--- src/rtl/db_pkg.sv ---
package db_pkg;
  localparam int ADDR_W = 12;
  localparam int SRC_W  = 10;
  localparam int TGT_LSB = 8;
  localparam int NUM_LSB = 0;
  localparam int NUM_W   = 8;

  localparam logic [ADDR_W-1:0] A_CTRL  = 12'h000;
  localparam logic [ADDR_W-1:0] A_TRIG  = 12'h004;
  localparam logic [ADDR_W-1:0] A_CAUSE = 12'h808;
  localparam logic [ADDR_W-1:0] A_MASK  = 12'h80C;
  localparam logic [ADDR_W-1:0] A_SRCEN = 12'h810;
  localparam logic [ADDR_W-1:0] A_ACK   = 12'h844;

  localparam logic [SRC_W-1:0] SRC_NONE = 10'd1023;
  localparam logic [SRC_W-1:0] SRC_BELL = 10'd0;
endpackage

--- src/rtl/db_trig.sv ---
module db_trig #(
  parameter int NUM_CPU  = 8,
  parameter int NUM_BELL = 8
) (
  input  logic                               clk,
  input  logic                               rst_n,
  input  logic                               trig_we,
  input  logic [15:0]                        trig_data,
  output logic [NUM_CPU-1:0][NUM_BELL-1:0]   set_vec
);
  import db_pkg::*;
  localparam int BELL_W = $clog2(NUM_BELL);

  logic               stg_vld, stg_vld_nxt;
  logic [NUM_CPU-1:0] stg_tgt, stg_tgt_nxt;
  logic [BELL_W-1:0]  stg_num, stg_num_nxt;
  logic [NUM_CPU-1:0] req_tgt;
  logic               num_ok, accept;

  always_comb begin
    req_tgt     = trig_data[TGT_LSB +: NUM_CPU];
    num_ok      = trig_data[NUM_LSB +: NUM_W] < NUM_W'(NUM_BELL);
    accept      = trig_we && num_ok && (|req_tgt);
    stg_vld_nxt = accept;
    stg_tgt_nxt = accept ? req_tgt : stg_tgt;
    stg_num_nxt = accept ? trig_data[NUM_LSB +: BELL_W] : stg_num;
  end

  always_ff @(posedge clk or negedge rst_n) begin
    if (!rst_n) begin
      stg_vld <= 1'b0;
      stg_tgt <= '0;
      stg_num <= '0;
    end else begin
      stg_vld <= stg_vld_nxt;
      if (accept) begin
        stg_tgt <= stg_tgt_nxt;
        stg_num <= stg_num_nxt;
      end
    end
  end

  for (genvar c = 0; c < NUM_CPU; c++) begin : g_fan
    assign set_vec[c] = (stg_vld && stg_tgt[c]) ? (NUM_BELL'(1) << stg_num) : '0;
  end

  // out-of-range doorbell number raises nothing
  p_drop_r3: assert property (@(posedge clk) disable iff (!rst_n)
    (trig_we && trig_data[7:0] >= 8'(NUM_BELL)) |=> (set_vec == '0));

  // one set bit per targeted CPU
  p_fanout_r2: assert property (@(posedge clk) disable iff (!rst_n)
    (trig_we && trig_data[7:0] < 8'(NUM_BELL)) |=>
      ($countones(set_vec) == $countones($past(trig_data[TGT_LSB +: NUM_CPU]))));
endmodule

--- src/rtl/db_bank.sv ---
module db_bank #(
  parameter int NUM_BELL = 8
) (
  input  logic                clk,
  input  logic                rst_n,
  input  logic                cause_we,
  input  logic                mask_we,
  input  logic                en_we,
  input  logic [NUM_BELL-1:0] wdata,
  input  logic                en_in,
  input  logic [NUM_BELL-1:0] set_vec,
  output logic [NUM_BELL-1:0] cause,
  output logic [NUM_BELL-1:0] mask,
  output logic                src_en,
  output logic                irq
);
  logic [NUM_BELL-1:0] cause_nxt, mask_nxt;
  logic                en_nxt;

  always_comb begin
    cause_nxt = (cause_we ? wdata : cause) | set_vec;
    mask_nxt  = mask_we ? wdata : mask;
    en_nxt    = en_we ? en_in : src_en;
  end

  always_ff @(posedge clk or negedge rst_n) begin
    if (!rst_n) begin
      cause  <= '0;
      mask   <= '0;
      src_en <= 1'b0;
    end else begin
      cause <= cause_nxt;
      if (mask_we) mask   <= mask_nxt;
      if (en_we)   src_en <= en_nxt;
    end
  end

  assign irq = src_en && (|(cause & mask));

  // a staged doorbell always lands
  p_keep_r6: assert property (@(posedge clk) disable iff (!rst_n)
    (|set_vec) |=> ((cause & $past(set_vec)) == $past(set_vec)));

  // clean clear write empties the cause
  p_clear_r5: assert property (@(posedge clk) disable iff (!rst_n)
    (cause_we && wdata == '0 && set_vec == '0) |=> (cause == '0));

  // pending bits are sticky without a cause write
  p_hold_r2: assert property (@(posedge clk) disable iff (!rst_n)
    (!cause_we) |=> ((cause & $past(cause)) == $past(cause)));

  // nothing pending on reset release
  p_rst_r1: assert property (@(posedge clk) disable iff (!rst_n)
    $rose(rst_n) |-> (cause == '0 && !irq));
endmodule

--- src/rtl/db_doorbell_unit.sv ---
module db_doorbell_unit #(
  parameter int NUM_CPU  = 8,
  parameter int NUM_BELL = 8,
  parameter int NUM_SRC  = 116,
  parameter int CPU_W    = $clog2(NUM_CPU)
) (
  input  logic                      clk,
  input  logic                      rst_n,
  input  logic                      bus_valid,
  input  logic                      bus_write,
  input  logic [CPU_W-1:0]          bus_cpu,
  input  logic [db_pkg::ADDR_W-1:0] bus_addr,
  input  logic [31:0]               bus_wdata,
  output logic [31:0]               bus_rdata,
  output logic [NUM_CPU-1:0]        cpu_irq
);
  import db_pkg::*;

  logic [1:0] rst_sync;
  logic       rst_q;

  always_ff @(posedge clk or negedge rst_n) begin
    if (!rst_n) rst_sync <= 2'b00;
    else        rst_sync <= {rst_sync[0], 1'b1};
  end
  assign rst_q = rst_sync[1];

  logic wr, rd, trig_we;
  logic [NUM_CPU-1:0][NUM_BELL-1:0] set_vec;
  logic [NUM_CPU-1:0][NUM_BELL-1:0] cause_a, mask_a;
  logic [NUM_CPU-1:0] en_a;
  logic [NUM_CPU-1:0] cause_we, mask_we, en_we;
  logic unused_hi;

  assign wr        = bus_valid && bus_write;
  assign rd        = bus_valid && !bus_write;
  assign trig_we   = wr && (bus_addr == A_TRIG);
  assign unused_hi = ^bus_wdata[31:16];

  db_trig #(.NUM_CPU(NUM_CPU), .NUM_BELL(NUM_BELL)) u_trig (
    .clk(clk), .rst_n(rst_q), .trig_we(trig_we),
    .trig_data(bus_wdata[15:0]), .set_vec(set_vec)
  );

  for (genvar c = 0; c < NUM_CPU; c++) begin : g_cpu
    logic sel;
    assign sel         = (bus_cpu == CPU_W'(c));
    assign cause_we[c] = wr && sel && (bus_addr == A_CAUSE);
    assign mask_we[c]  = wr && sel && (bus_addr == A_MASK);
    assign en_we[c]    = wr && sel && (bus_addr == A_SRCEN);

    db_bank #(.NUM_BELL(NUM_BELL)) u_bank (
      .clk(clk), .rst_n(rst_q),
      .cause_we(cause_we[c]), .mask_we(mask_we[c]), .en_we(en_we[c]),
      .wdata(bus_wdata[NUM_BELL-1:0]), .en_in(bus_wdata[0]),
      .set_vec(set_vec[c]),
      .cause(cause_a[c]), .mask(mask_a[c]), .src_en(en_a[c]),
      .irq(cpu_irq[c])
    );
  end

  logic [SRC_W-1:0] src_cnt;
  assign src_cnt = SRC_W'(NUM_SRC);

  always_comb begin
    bus_rdata = '0;
    if (rd) begin
      unique case (bus_addr)
        A_CTRL:  bus_rdata = {{(32-SRC_W-2){1'b0}}, src_cnt, 2'b00};
        A_CAUSE: bus_rdata = 32'(cause_a[bus_cpu]);
        A_MASK:  bus_rdata = 32'(mask_a[bus_cpu]);
        A_SRCEN: bus_rdata = 32'(en_a[bus_cpu]);
        A_ACK:   bus_rdata = 32'(cpu_irq[bus_cpu] ? SRC_BELL : SRC_NONE);
        default: bus_rdata = '0;
      endcase
    end
  end

  // acknowledge names the doorbell source while an interrupt is up
  p_ack_r8: assert property (@(posedge clk) disable iff (!rst_q)
    (rd && bus_addr == A_ACK && cpu_irq[bus_cpu]) |-> (bus_rdata[SRC_W-1:0] == SRC_BELL));

  // no interrupt on a CPU whose summary source is disabled
  p_irq_en_r7: assert property (@(posedge clk) disable iff (!rst_q)
    (cpu_irq & ~en_a) == '0);
endmodule

--- config.mk ---
export PLATFORM = sky130hd
export DESIGN_NAME = db_doorbell_unit
export DESIGN_NICKNAME = d
export VERILOG_FILES = /design/src/rtl/db_pkg.sv /design/src/rtl/db_trig.sv /design/src/rtl/db_bank.sv /design/src/rtl/db_doorbell_unit.sv
export SDC_FILE = /design/constraint.sdc
export NUM_CORES = 1
export LEC_CHECK = 0
export ABC_AREA = 0
export ABC_CLOCK_PERIOD_IN_PS = 4850
export BUFFER_PORTS_ARGS = -buffer_cell sky130_fd_sc_hd__buf_2
export CORE_ASPECT_RATIO = 1.4
export CORE_MARGIN = 2
export CORE_UTILIZATION = 45
export DETAILED_ROUTE_END_ITERATION = 6
export PLACE_DENSITY = 0.74
export RECOVER_POWER = 100
export SETUP_SLACK_MARGIN = 0.2
export SYNTH_ARGS = -nofsm -noshare
export SYNTH_HDL_FRONTEND = slang
export SYNTH_SLANG_ARGS = --single-unit
--- constraint.sdc ---
create_clock -name clk -period 4.85 [get_ports clk]
set_input_delay 0.2425 -clock clk [delete_from_list [all_inputs] [get_ports clk]]
set_output_delay 0.2425 -clock clk [all_outputs]
set_load 0.02 [all_outputs]
# ---- Word level (Yosys, flattened, before mapping)
# Index checks and enable logic that the tools add are counted.
dict set report classes {
  order_cmp 2
  shift 1
  reduce_logical 65
  n_bitwise 16
  eq_ne 12
  muxes 27
}
# cell n
set op_table {}
lappend op_table {{$mux W8} 18}
lappend op_table {{$reduce_or A8 Y1} 9}
lappend op_table {{$and A8 B8 Y8} 8}
lappend op_table {{$or A8 B8 Y8} 8}
lappend op_table {{$logic_and A1 B1 Y1} 53}
lappend op_table {{$pmux W10 S5} 1}
lappend op_table {{$bmux W8 S3} 2}
lappend op_table {{$eq A12 B12 Y1 const B} 4}
lappend op_table {{$mux W32} 1}
lappend op_table {{$eq A12 B3 Y1 const B} 1}
lappend op_table {{$eq A3 B3 Y1 const B} 4}
lappend op_table {{$logic_not A12 Y1} 1}
lappend op_table {{$mux W10} 1}
lappend op_table {{$lt A8 B4 Y1 const B} 1}
lappend op_table {{$shl A1 B3 Y8 const A} 1}
lappend op_table {{$bmux W1 S3} 2}
lappend op_table {{$eq A3 B2 Y1 const B} 2}
lappend op_table {{$lt A3 B4 Y1 const B} 1}
lappend op_table {{$eq A3 B1 Y1 const B} 1}
lappend op_table {{$logic_not A3 Y1} 1}
lappend op_table {{$mux W1} 2}
lappend op_table {{$logic_not A1 Y1} 1}
dict set report totals {
  elab_cells 151
  out_inout_bits 40
  in_bits 51
  register_bits 150
}

# ---- Longest topological paths before layout
# Gate-level depths: netlist (run 1).
dict set report depth {
  depth_word 8
  depth_mapped 8
}

# ---- Modules after synthesis
# From an unflattened synthesis (run 1), not the netlist that was laid out.
dict set report hier_totals {
  hier_cells 709
  hier_area_um2 8316.7
}
# module area_per_inst_um2 instances cells_per_inst
set modules_own_cells {}
lappend modules_own_cells {db_bank 710.7 8 51}
lappend modules_own_cells {db_doorbell_unit 1801.7 1 184}
lappend modules_own_cells {db_trig 829.5 1 117}

# ---- Worst setup path after synthesis (run 1)
# No wires, ideal clock.
dict set report synth_timing {
  path_kind {input to output}
  startpoint {in bus_addr[7] in the netlist's numbering}
  endpoint {out bus_rdata[8]}
  setup_slack_ps 2516
  t_arrival_ps 2092
  n_path_buf 0
  cell_stages 6
  path_cell_list {or4_4 nor3b_2 nand4_1 a311oi_2 a32oi_2 a21oi_1}
}
dict set report synth_between {
  elab_chain_cells 3
  word_cells_on_any_way 7
  classes_between {4 x eq/ne; 2 x mux; 1 x reduce/logical}
}
# item line
set synth_rtl {}
lappend synth_rtl {{from (decl)} db_doorbell_unit.sv:12} ;# input logic [db_pkg::ADDR_W-1:0] bus_addr,
lappend synth_rtl {{$eq A12 B12 Y1 or $logic_not A12 Y1 (tied branches)} db_doorbell_unit.sv:68} ;# unique case (bus_addr)
lappend synth_rtl {{$pmux W10 S5 (*)} db_doorbell_unit.sv:68}
lappend synth_rtl {{$mux W32 (*)} db_doorbell_unit.sv:67} ;# if (rd) begin
lappend synth_rtl {{to (decl)} db_doorbell_unit.sv:14} ;# output logic [31:0] bus_rdata,
# Every way passes the cells marked *; elsewhere a longest branch is shown, timed or not.

# ---- Worst setup path in the final report (run 1)
dict set report layout_timing {
  startpoint {in bus_addr[7] in the netlist's numbering}
  endpoint {out bus_rdata[5]}
}
# The elaborated chain is that of the path after synthesis.

==> impl_metrics.xml, run 1 <==
<?xml version="1.0" encoding="UTF-8"?>
<metrics>
  <group name="final_layout">
    <metric name="most-common-layout-cells" unit="">150 x dfrtp_1, 68 x o21ai_0, 64 x mux2i_1, 55 x mux2_2, 38 x mux4_2</metric>
    <metric name="layout-drive-gt1-share" unit="%">24.7</metric>
    <metric name="fill_cells" unit="">1604</metric>
    <metric name="number_of_diodes_added_for_antenna_fixing" unit="">0</metric>
    <metric name="stdcell_count" unit="">936</metric>
    <metric name="final_common_cell" unit="">dfrtp_1</metric>
    <metric name="area_delta_synth_final" unit="%">7.60</metric>
    <metric name="fin_nets" unit="">734</metric>
  </group>
  <group name="outcome">
    <metric name="status" unit="">finished, violations left</metric>
    <metric name="violations" unit="">max-capacitance violations, max-slew violations</metric>
  </group>
  <group name="yosys">
    <metric name="yosysTopAreaCell" unit="">dfrtp_1</metric>
    <metric name="netlist-cell-type-count" unit="">45</metric>
    <metric name="post_synth_mux_area_share" unit="%">29.8</metric>
    <metric name="synthesized_area_fraction_occupied_by_and_or_nand_nor_cells" unit="%">9.87</metric>
    <metric name="yosys.area.top_type_share" unit="%">45.8</metric>
    <metric name="mappedNetlistArea" unit="sq mm">0.00820</metric>
    <metric name="synth-compound-area-share" unit="%">9.52</metric>
    <metric name="share_of_synthesized_cell_area_in_full_adder_half_adder_and_majority_cells" unit="%">0</metric>
    <metric name="postSynth.topFlopCell" unit="">dfrtp_1</metric>
    <metric name="combinational_family_with_the_most_area_after_synthesis" unit="">multiplexers</metric>
    <metric name="number_of_synthesized_flops_with_an_enable_pin" unit="">0</metric>
    <metric name="synthArstFlopShare" unit="%">100</metric>
    <metric name="post_synth_xor_area_fraction" unit="%">0</metric>
    <metric name="synth_area_per_cell" unit="sq um">12.6</metric>
    <metric name="netlist_instances" unit="">649</metric>
    <metric name="synth.yosys.seq_area_share" unit="%">45.8</metric>
    <metric name="synth_warnings" unit="">0</metric>
    <metric name="synth_seq_cells" unit="">150</metric>
    <metric name="synth_area_leaders" unit="">dfrtp_1 46%, mux4_2 10%, mux2i_1 7.8%, mux2_2 6.7%, o21ai_0 3.9%</metric>
  </group>
  <group name="floorplan">
    <metric name="floorplan.initialDensity" unit="%">45.7</metric>
    <metric name="num_rows" unit="">58</metric>
    <metric name="die_height" unit="um">164</metric>
    <metric name="core_region_area" unit="sq mm">0.0179</metric>
    <metric name="io-pin-count" unit="">91</metric>
    <metric name="chipWidth" unit="um">118</metric>
    <metric name="die_area" unit="sq mm">0.0193</metric>
  </group>
  <group name="placed_design">
    <metric name="placement.io_buffers" unit="">52</metric>
    <metric name="dp_slack" unit="ns">1.82</metric>
    <metric name="routabilityCongestion" unit="">0.927</metric>
    <metric name="place_inst" unit="">903</metric>
    <metric name="dpl_hpwl" unit="mm">15.6</metric>
  </group>
  <group name="sta">
    <metric name="postLayoutSetupSlackWorst" unit="ns">1.44</metric>
    <metric name="report.final.slew_viol_count" unit="">62</metric>
    <metric name="finalSetupTns" unit="ns">0</metric>
    <metric name="final_critical_delay_including_setup_and_external_delays" unit="ns">3.41</metric>
    <metric name="timing_worst_slew_pin_value" unit="ns">2.42</metric>
    <metric name="layout_worst_path_cycle_share" unit="%">70.2</metric>
    <metric name="timing.max_slew.rel_slack" unit="%">-61.6</metric>
    <metric name="final-setup-viol-count" unit="">0</metric>
    <metric name="final_hold_violation_count" unit="">0</metric>
    <metric name="timing.clock.skew" unit="ns">0.00619</metric>
    <metric name="grt_setup_unrepaired" unit="">no</metric>
    <metric name="max_freq" unit="MHz">294</metric>
  </group>
  <group name="route">
    <metric name="wl" unit="mm">22.7</metric>
    <metric name="antenna_left" unit="">0</metric>
    <metric name="route.vias.total" unit="">5783</metric>
    <metric name="drt-vias-per-instance" unit="">6.18</metric>
    <metric name="drt_pass1_iterations" unit="">5</metric>
    <metric name="routedWlPerCell" unit="um">24.2</metric>
    <metric name="starting_drc_count_in_detailed_routing" unit="">632</metric>
    <metric name="drc" unit="">0</metric>
  </group>
  <group name="worst_setup_path">
    <metric name="reg2reg_from" unit="">rst_sync[1]</metric>
    <metric name="cp.arrival" unit="ns">3.16</metric>
    <metric name="critical_path.endpoint_type" unit="">output port</metric>
    <metric name="worst_setup_path_start_kind" unit="">input pin</metric>
    <metric name="reg2reg_depth" unit="">1</metric>
    <metric name="critPathKind" unit="">input pin to output port</metric>
    <metric name="required" unit="ns">4.61</metric>
    <metric name="timing.critical_path.fanout_max" unit="">10</metric>
    <metric name="rr_endpoint" unit="">g_cpu[6].u_bank.cause[7]</metric>
    <metric name="worst-r2r-setup-slack" unit="ns">2.02</metric>
  </group>
  <group name="cts">
    <metric name="cts_tree" unit="">done</metric>
    <metric name="h-tree-depth" unit="">4</metric>
    <metric name="cts_buffers" unit="">17</metric>
    <metric name="clock-root-buffer" unit="">clkbuf_16</metric>
    <metric name="numClockSinks" unit="">150</metric>
    <metric name="path_clk_slew" unit="ns">0.06</metric>
    <metric name="worstSkewPairLatency" unit="ns">0.42</metric>
    <metric name="cts.path.max_buffers" unit="">2</metric>
    <metric name="cts_setup_buffers" unit="">0</metric>
  </group>
  <group name="global_route">
    <metric name="via_count_of_the_first_global_routing_pass" unit="">5965</metric>
    <metric name="grt_antenna_before_repair" unit="">0</metric>
    <metric name="grt_start_max_net_pins" unit="">62</metric>
    <metric name="gr-usage-all-layers" unit="%">24.6</metric>
    <metric name="grt.overflow.total" unit="">0</metric>
    <metric name="wire_length_of_the_first_global_routing_pass" unit="mm">36.0</metric>
  </group>
  <group name="power">
    <metric name="cellPowerDensity" unit="mW/mm^2">313</metric>
    <metric name="switching_share" unit="%">23.5</metric>
    <metric name="internal_power" unit="mW">2.12</metric>
    <metric name="power.share.combinational" unit="%">4.5</metric>
    <metric name="power.static_leakage" unit="nW">3.42</metric>
    <metric name="power.switching" unit="uW">648</metric>
    <metric name="vdd.ir_drop.worst" unit="V">0.000223</metric>
    <metric name="part_of_the_total_power_dissipated_in_sequential_elements" unit="%">45.7</metric>
    <metric name="power_share_of_the_clock_group" unit="%">49.8</metric>
  </group>
  <group name="flow_run">
    <metric name="drv_cap" unit="">1</metric>
  </group>
  <group name="worst_hold_path">
    <metric name="destination_of_the_worst_hold_path" unit="">u_trig.stg_tgt[0]</metric>
    <metric name="worst_hold_path_cell_count" unit="">2</metric>
    <metric name="min_from" unit="">bus_wdata[8]</metric>
    <metric name="min_path_type" unit="">input pin to flop</metric>
  </group>
</metrics>
[worst max-delay path, cell delays in order]
cell      delay, ns
buf_2          0.09
or4_1          0.67
nor4_1         0.31
nand4_1        0.45
nand3b_1       0.22
o21ai_0        0.43
a21oi_1        0.46
clkbuf_1       0.29
[cell type report]
class / instances / area [sq um] / share of cell area, %
Multi-Input combinational cell: 451 / 3860 / 43.7
Sequential cell: 150 / 3750 / 42.6
Clock buffer: 18 / 439 / 4.98
Tap cell: 240 / 300 / 3.40
Timing Repair Buffer: 57 / 278 / 3.15
Clock inverter: 14 / 171 / 1.94
Inverter: 6 / 22.5 / 0.255
[power groups by stage]
stage / sequential [mW] / combinational [mW] / clock [mW]
6_report: 1.26 / 0.125 / 1.38
2_1_floorplan: 1.29 / 0.0884 / 0
5_1_grt: 1.26 / 0.137 / 1.44
3_5_place_dp: 1.29 / 0.128 / 0
4_1_cts: 1.26 / 0.130 / 1.38
3_3_place_gp: 1.29 / 0.127 / 0
[synthesized netlist by cell type, types with 8 or more instances]
master	count
dfrtp_1	150
clkbuf_1	17
mux2_2	49
a22oi_1	36
mux2_1	14
mux4_2	38
nand2_1	34
buf_4	32
buf_2	11
a21oi_1	15
mux2i_1	64
o21ai_0	64
nor2_8	8
nand3_1	11
mux2_4	16
nor2_1	17
[registers in the layout, summed over array words and instances, names as in the netlist]
register and cells:
u_trig.stg_vld 1, rst_sync 2, g_cpu.u_bank.cause 64, u_trig.stg_num 3
g_cpu.u_bank.src_en 8, u_trig.stg_tgt 8, g_cpu.u_bank.mask 64
[stage by stage]
stage               utilization, %  power, mW  hold WS [ns]  instance area [sq um]
finish                        49.2       2.76        0.0681                   8820
floorplan                        -       1.38       -0.0531                   8280
detailed placement            47.4       1.41        0.0305                   8490
global route                  49.2       2.84        0.0707                   8820
global placement              47.4       1.41        0.0268                   8490
CTS                           50.8       2.77        0.0646                   9110
[layer usage]
layer	track usage, %	up-vias	wire length (um)
li1	-	2451	-
met1	31.6	2944	8990
met2	40.2	301	11000
met3	4.58	87	1630
met4	12.2	0	1090
met5	0	-	0
[kinds of logic (layout without fill, tap and decap cells)]
| kind of cell | count (synthesis) | in the layout |
|---|---|---|
| mux | 181 | 181 |
| other cells | 2 | 23 |
| simple gates | 118 | 118 |
| flops | 150 | 150 |
| compound gates | 129 | 129 |
| buf+inv | 69 | 95 |
[how the worst max path moves through the flow]
stage | from | to | cells past startpoint
after floorplan | rst_sync[1] | g_cpu[0].u_bank.cause[0] | 0
after global routing | bus_addr[7] | bus_rdata[5] | 8
final | bus_addr[7] | bus_rdata[5] | 8
after CTS | bus_cpu[0] | bus_rdata[2] | 7
after global placement | bus_cpu[0] | bus_rdata[2] | 7
after detailed placement | bus_cpu[0] | bus_rdata[2] | 7
[repair_timing]
item                                   4_1_cts  5_1_grt
hold buffers                                 1        0
endpoints found under the hold margin        2        0
gates resized for setup                      0        0
(Power assumes the default switching activity.)
==> run 2: changes to the inputs <==
--- a/config.mk
+++ b/config.mk
@@ -6,13 +6,13 @@
 export NUM_CORES = 1
 export LEC_CHECK = 0
 export ABC_AREA = 0
-export ABC_CLOCK_PERIOD_IN_PS = 4850
+export ABC_CLOCK_PERIOD_IN_PS = 2850
 export BUFFER_PORTS_ARGS = -buffer_cell sky130_fd_sc_hd__buf_2
 export CORE_ASPECT_RATIO = 1.4
 export CORE_MARGIN = 2
 export CORE_UTILIZATION = 45
 export DETAILED_ROUTE_END_ITERATION = 6
-export PLACE_DENSITY = 0.74
+export PLACE_DENSITY = 0.76
 export RECOVER_POWER = 100
 export SETUP_SLACK_MARGIN = 0.2
 export SYNTH_ARGS = -nofsm -noshare
==> constraint.sdc (replaced) <==
create_clock -name clk -period 2.85 [get_ports clk]
set_input_delay 0.1425 -clock clk [delete_from_list [all_inputs] [get_ports clk]]
set_output_delay 0.1425 -clock clk [all_outputs]
set_load 0.02 [all_outputs]
==> run 2 against run 1 <==
Compared with the run above:
- the flow now finishes without violations
- global-route usage down 0.44 points
- via count up 3.3%
- wire length down 1.8%
==> impl_metrics.xml, run 2 (synthesis gave the netlist of run 1 again) <==
<?xml version="1.0" encoding="UTF-8"?>
<metrics>
  <group name="outcome">
    <metric name="status" unit="">finished clean</metric>
  </group>
  <group name="cts">
    <metric name="cts_buffers" unit="">17</metric>
    <metric name="path_clk_slew" unit="ns">0.07</metric>
    <metric name="cts_tree" unit="">done</metric>
    <metric name="worstSkewPairLatency" unit="ns">0.43</metric>
    <metric name="numClockSinks" unit="">150</metric>
    <metric name="h-tree-depth" unit="">4</metric>
    <metric name="cts.path.max_buffers" unit="">2</metric>
    <metric name="clock-root-buffer" unit="">clkbuf_16</metric>
  </group>
  <group name="power">
    <metric name="internal_power" unit="mW">3.45</metric>
    <metric name="power.static_leakage" unit="nW">3.70</metric>
    <metric name="switching_share" unit="%">24.9</metric>
    <metric name="vdd.ir_drop.worst" unit="V">0.000401</metric>
    <metric name="power_share_of_the_clock_group" unit="%">48.1</metric>
    <metric name="part_of_the_total_power_dissipated_in_sequential_elements" unit="%">46.6</metric>
    <metric name="power.switching" unit="mW">1.15</metric>
    <metric name="cellPowerDensity" unit="mW/mm^2">503</metric>
    <metric name="power.share.combinational" unit="%">5.2</metric>
  </group>
  <group name="global_route">
    <metric name="wire_length_of_the_first_global_routing_pass" unit="mm">35.5</metric>
    <metric name="grt_antenna_before_repair" unit="">0</metric>
    <metric name="grt_start_max_net_pins" unit="">58</metric>
    <metric name="gr-usage-all-layers" unit="%">24.2</metric>
    <metric name="via_count_of_the_first_global_routing_pass" unit="">5944</metric>
    <metric name="grt.overflow.total" unit="">0</metric>
  </group>
  <group name="sta">
    <metric name="finalSetupTns" unit="ns">0</metric>
    <metric name="final-setup-viol-count" unit="">0</metric>
    <metric name="layout_worst_path_cycle_share" unit="%">93.3</metric>
    <metric name="timing_worst_slew_pin_value" unit="ns">1.41</metric>
    <metric name="grt_setup_unrepaired" unit="">yes</metric>
    <metric name="max_freq" unit="MHz">376</metric>
    <metric name="report.final.slew_viol_count" unit="">0</metric>
    <metric name="timing.clock.skew" unit="ns">0.00690</metric>
    <metric name="final_critical_delay_including_setup_and_external_delays" unit="ns">2.66</metric>
    <metric name="hold_slack" unit="ns">0.0195</metric>
    <metric name="timing.max_slew.rel_slack" unit="%">5.92</metric>
    <metric name="final_hold_violation_count" unit="">0</metric>
  </group>
  <group name="final_layout">
    <metric name="fill_cells" unit="">1594</metric>
    <metric name="area_delta_synth_final" unit="%">11.5</metric>
    <metric name="most-common-layout-cells" unit="">149 x dfrtp_1, 66 x o21ai_0, 64 x mux2i_1, 54 x mux2_2</metric>
    <metric name="number_of_diodes_added_for_antenna_fixing" unit="">0</metric>
    <metric name="layout-drive-gt1-share" unit="%">28.4</metric>
    <metric name="reg.largest.list" unit="">g_cpu.u_bank.cause x64, g_cpu.u_bank.mask x64</metric>
    <metric name="final_common_cell" unit="">dfrtp_1</metric>
    <metric name="fin_nets" unit="">756</metric>
  </group>
  <group name="floorplan">
    <metric name="num_rows" unit="">58</metric>
    <metric name="core_region_area" unit="sq mm">0.0179</metric>
    <metric name="floorplan.initialDensity" unit="%">45.7</metric>
    <metric name="io-pin-count" unit="">91</metric>
    <metric name="die_height" unit="um">164</metric>
    <metric name="chipWidth" unit="um">118</metric>
    <metric name="die_area" unit="sq mm">0.0193</metric>
  </group>
  <group name="flow_run">
    <metric name="drv_cap" unit="">0</metric>
  </group>
  <group name="worst_setup_path">
    <metric name="reg2reg_from" unit="">rst_sync[1]</metric>
    <metric name="timing.critical_path.fanout_max" unit="">10</metric>
    <metric name="rr_endpoint" unit="">g_cpu[6].u_bank.src_en</metric>
    <metric name="required" unit="ns">2.71</metric>
    <metric name="reg2reg_depth" unit="">1</metric>
    <metric name="worstSetupEndpoint" unit="">bus_rdata[0]</metric>
    <metric name="critical_path.endpoint_type" unit="">output port</metric>
    <metric name="worst_setup_path_start_kind" unit="">flop</metric>
    <metric name="startpoint" unit="">g_cpu[5].u_bank.mask[4]</metric>
    <metric name="worst-r2r-setup-slack" unit="ns">0.65</metric>
    <metric name="critPathKind" unit="">flop to output port</metric>
    <metric name="cp.arrival" unit="ns">2.52</metric>
  </group>
  <group name="placed_design">
    <metric name="routabilityCongestion" unit="">0.941</metric>
    <metric name="dpl_hpwl" unit="mm">16.0</metric>
    <metric name="placement.io_buffers" unit="">52</metric>
  </group>
  <group name="route">
    <metric name="drt_pass1_iterations" unit="">5</metric>
    <metric name="starting_drc_count_in_detailed_routing" unit="">721</metric>
    <metric name="drc" unit="">0</metric>
    <metric name="routedWlPerCell" unit="um">23.3</metric>
    <metric name="wl" unit="mm">22.3</metric>
    <metric name="route.vias.total" unit="">5973</metric>
    <metric name="antenna_left" unit="">0</metric>
    <metric name="drt-vias-per-instance" unit="">6.23</metric>
  </group>
  <group name="worst_hold_path">
    <metric name="min_path_type" unit="">input pin to asynchronous set/reset pin</metric>
  </group>
</metrics>
run 2: power by group through the flow:
stage | combinational, mW | sequential (mW) | clock [mW]
5_1_grt | 0.261 | 2.15 | 2.33
2_1_floorplan | 0.150 | 2.20 | 0
3_3_place_gp | 0.235 | 2.19 | 0
6_report | 0.240 | 2.15 | 2.21
3_5_place_dp | 0.236 | 2.19 | 0
4_1_cts | 0.247 | 2.15 | 2.23
run 2: per-stage QoR:
stage	worst slack [ns]	util (%)	total power, mW	instances	cell area [sq um]
4_1_cts	0.210	51.8	4.62	957	9280
3_5_place_dp	0.326	48.1	2.42	916	8620
6_report	0.191	51.0	4.60	958	9140
3_3_place_gp	0.355	48.1	2.42	916	8620
2_1_floorplan	0.363	-	2.35	670	8280
5_1_grt	0.109	51.0	4.74	958	9140
run 2: final cells by class:
cell class / count / area (sq um) / share of cell area [%]
inverters: 6 / 22.5 / 0.246
clock buffers: 18 / 439 / 4.80
clock inverters: 14 / 139 / 1.52
flip-flops and latches: 150 / 3760 / 41.1
repair buffers: 79 / 480 / 5.26
multi-input cells: 451 / 4000 / 43.8
well taps: 240 / 300 / 3.29
run 2: worst min-delay path by stage:
stage | startpoint | endpoint | slack, ns | depth (start not counted)
floorplan | rst_n | rst_sync[0] | -0.15 | 0
global placement | rst_n | rst_sync[0] | -0.07 | 1
detailed placement | rst_n | rst_sync[0] | -0.07 | 1
CTS | rst_n | rst_sync[0] | 0.02 | 2
global route | rst_n | rst_sync[0] | 0.03 | 2
finish | rst_n | rst_sync[0] | 0.02 | 2
run 2: per-layer routing:
layer,wire (um),global-route usage (%)
met5,0,0
met1,8440,31.2
met3,1940,5.21
met2,10900,39.7
met4,1030,10.0
run 2: critical path: stages, from the launching register on:
cell and delay (ns):
dfrtp_1 0.41, a22oi_1 0.25, nand4_1 0.22, and3_1 0.25, a31oi_1 0.21, a32oi_2 0.13, buf_4 0.20, a21oi_1 0.16
clkbuf_1 0.26
run 2: timing repair:
item	4_1_cts	5_1_grt
resized for setup	0	9
hold endpoints to repair	10	0
endpoints found under the setup margin	0	10
hold buffers	9	0
buffers inserted	0	1
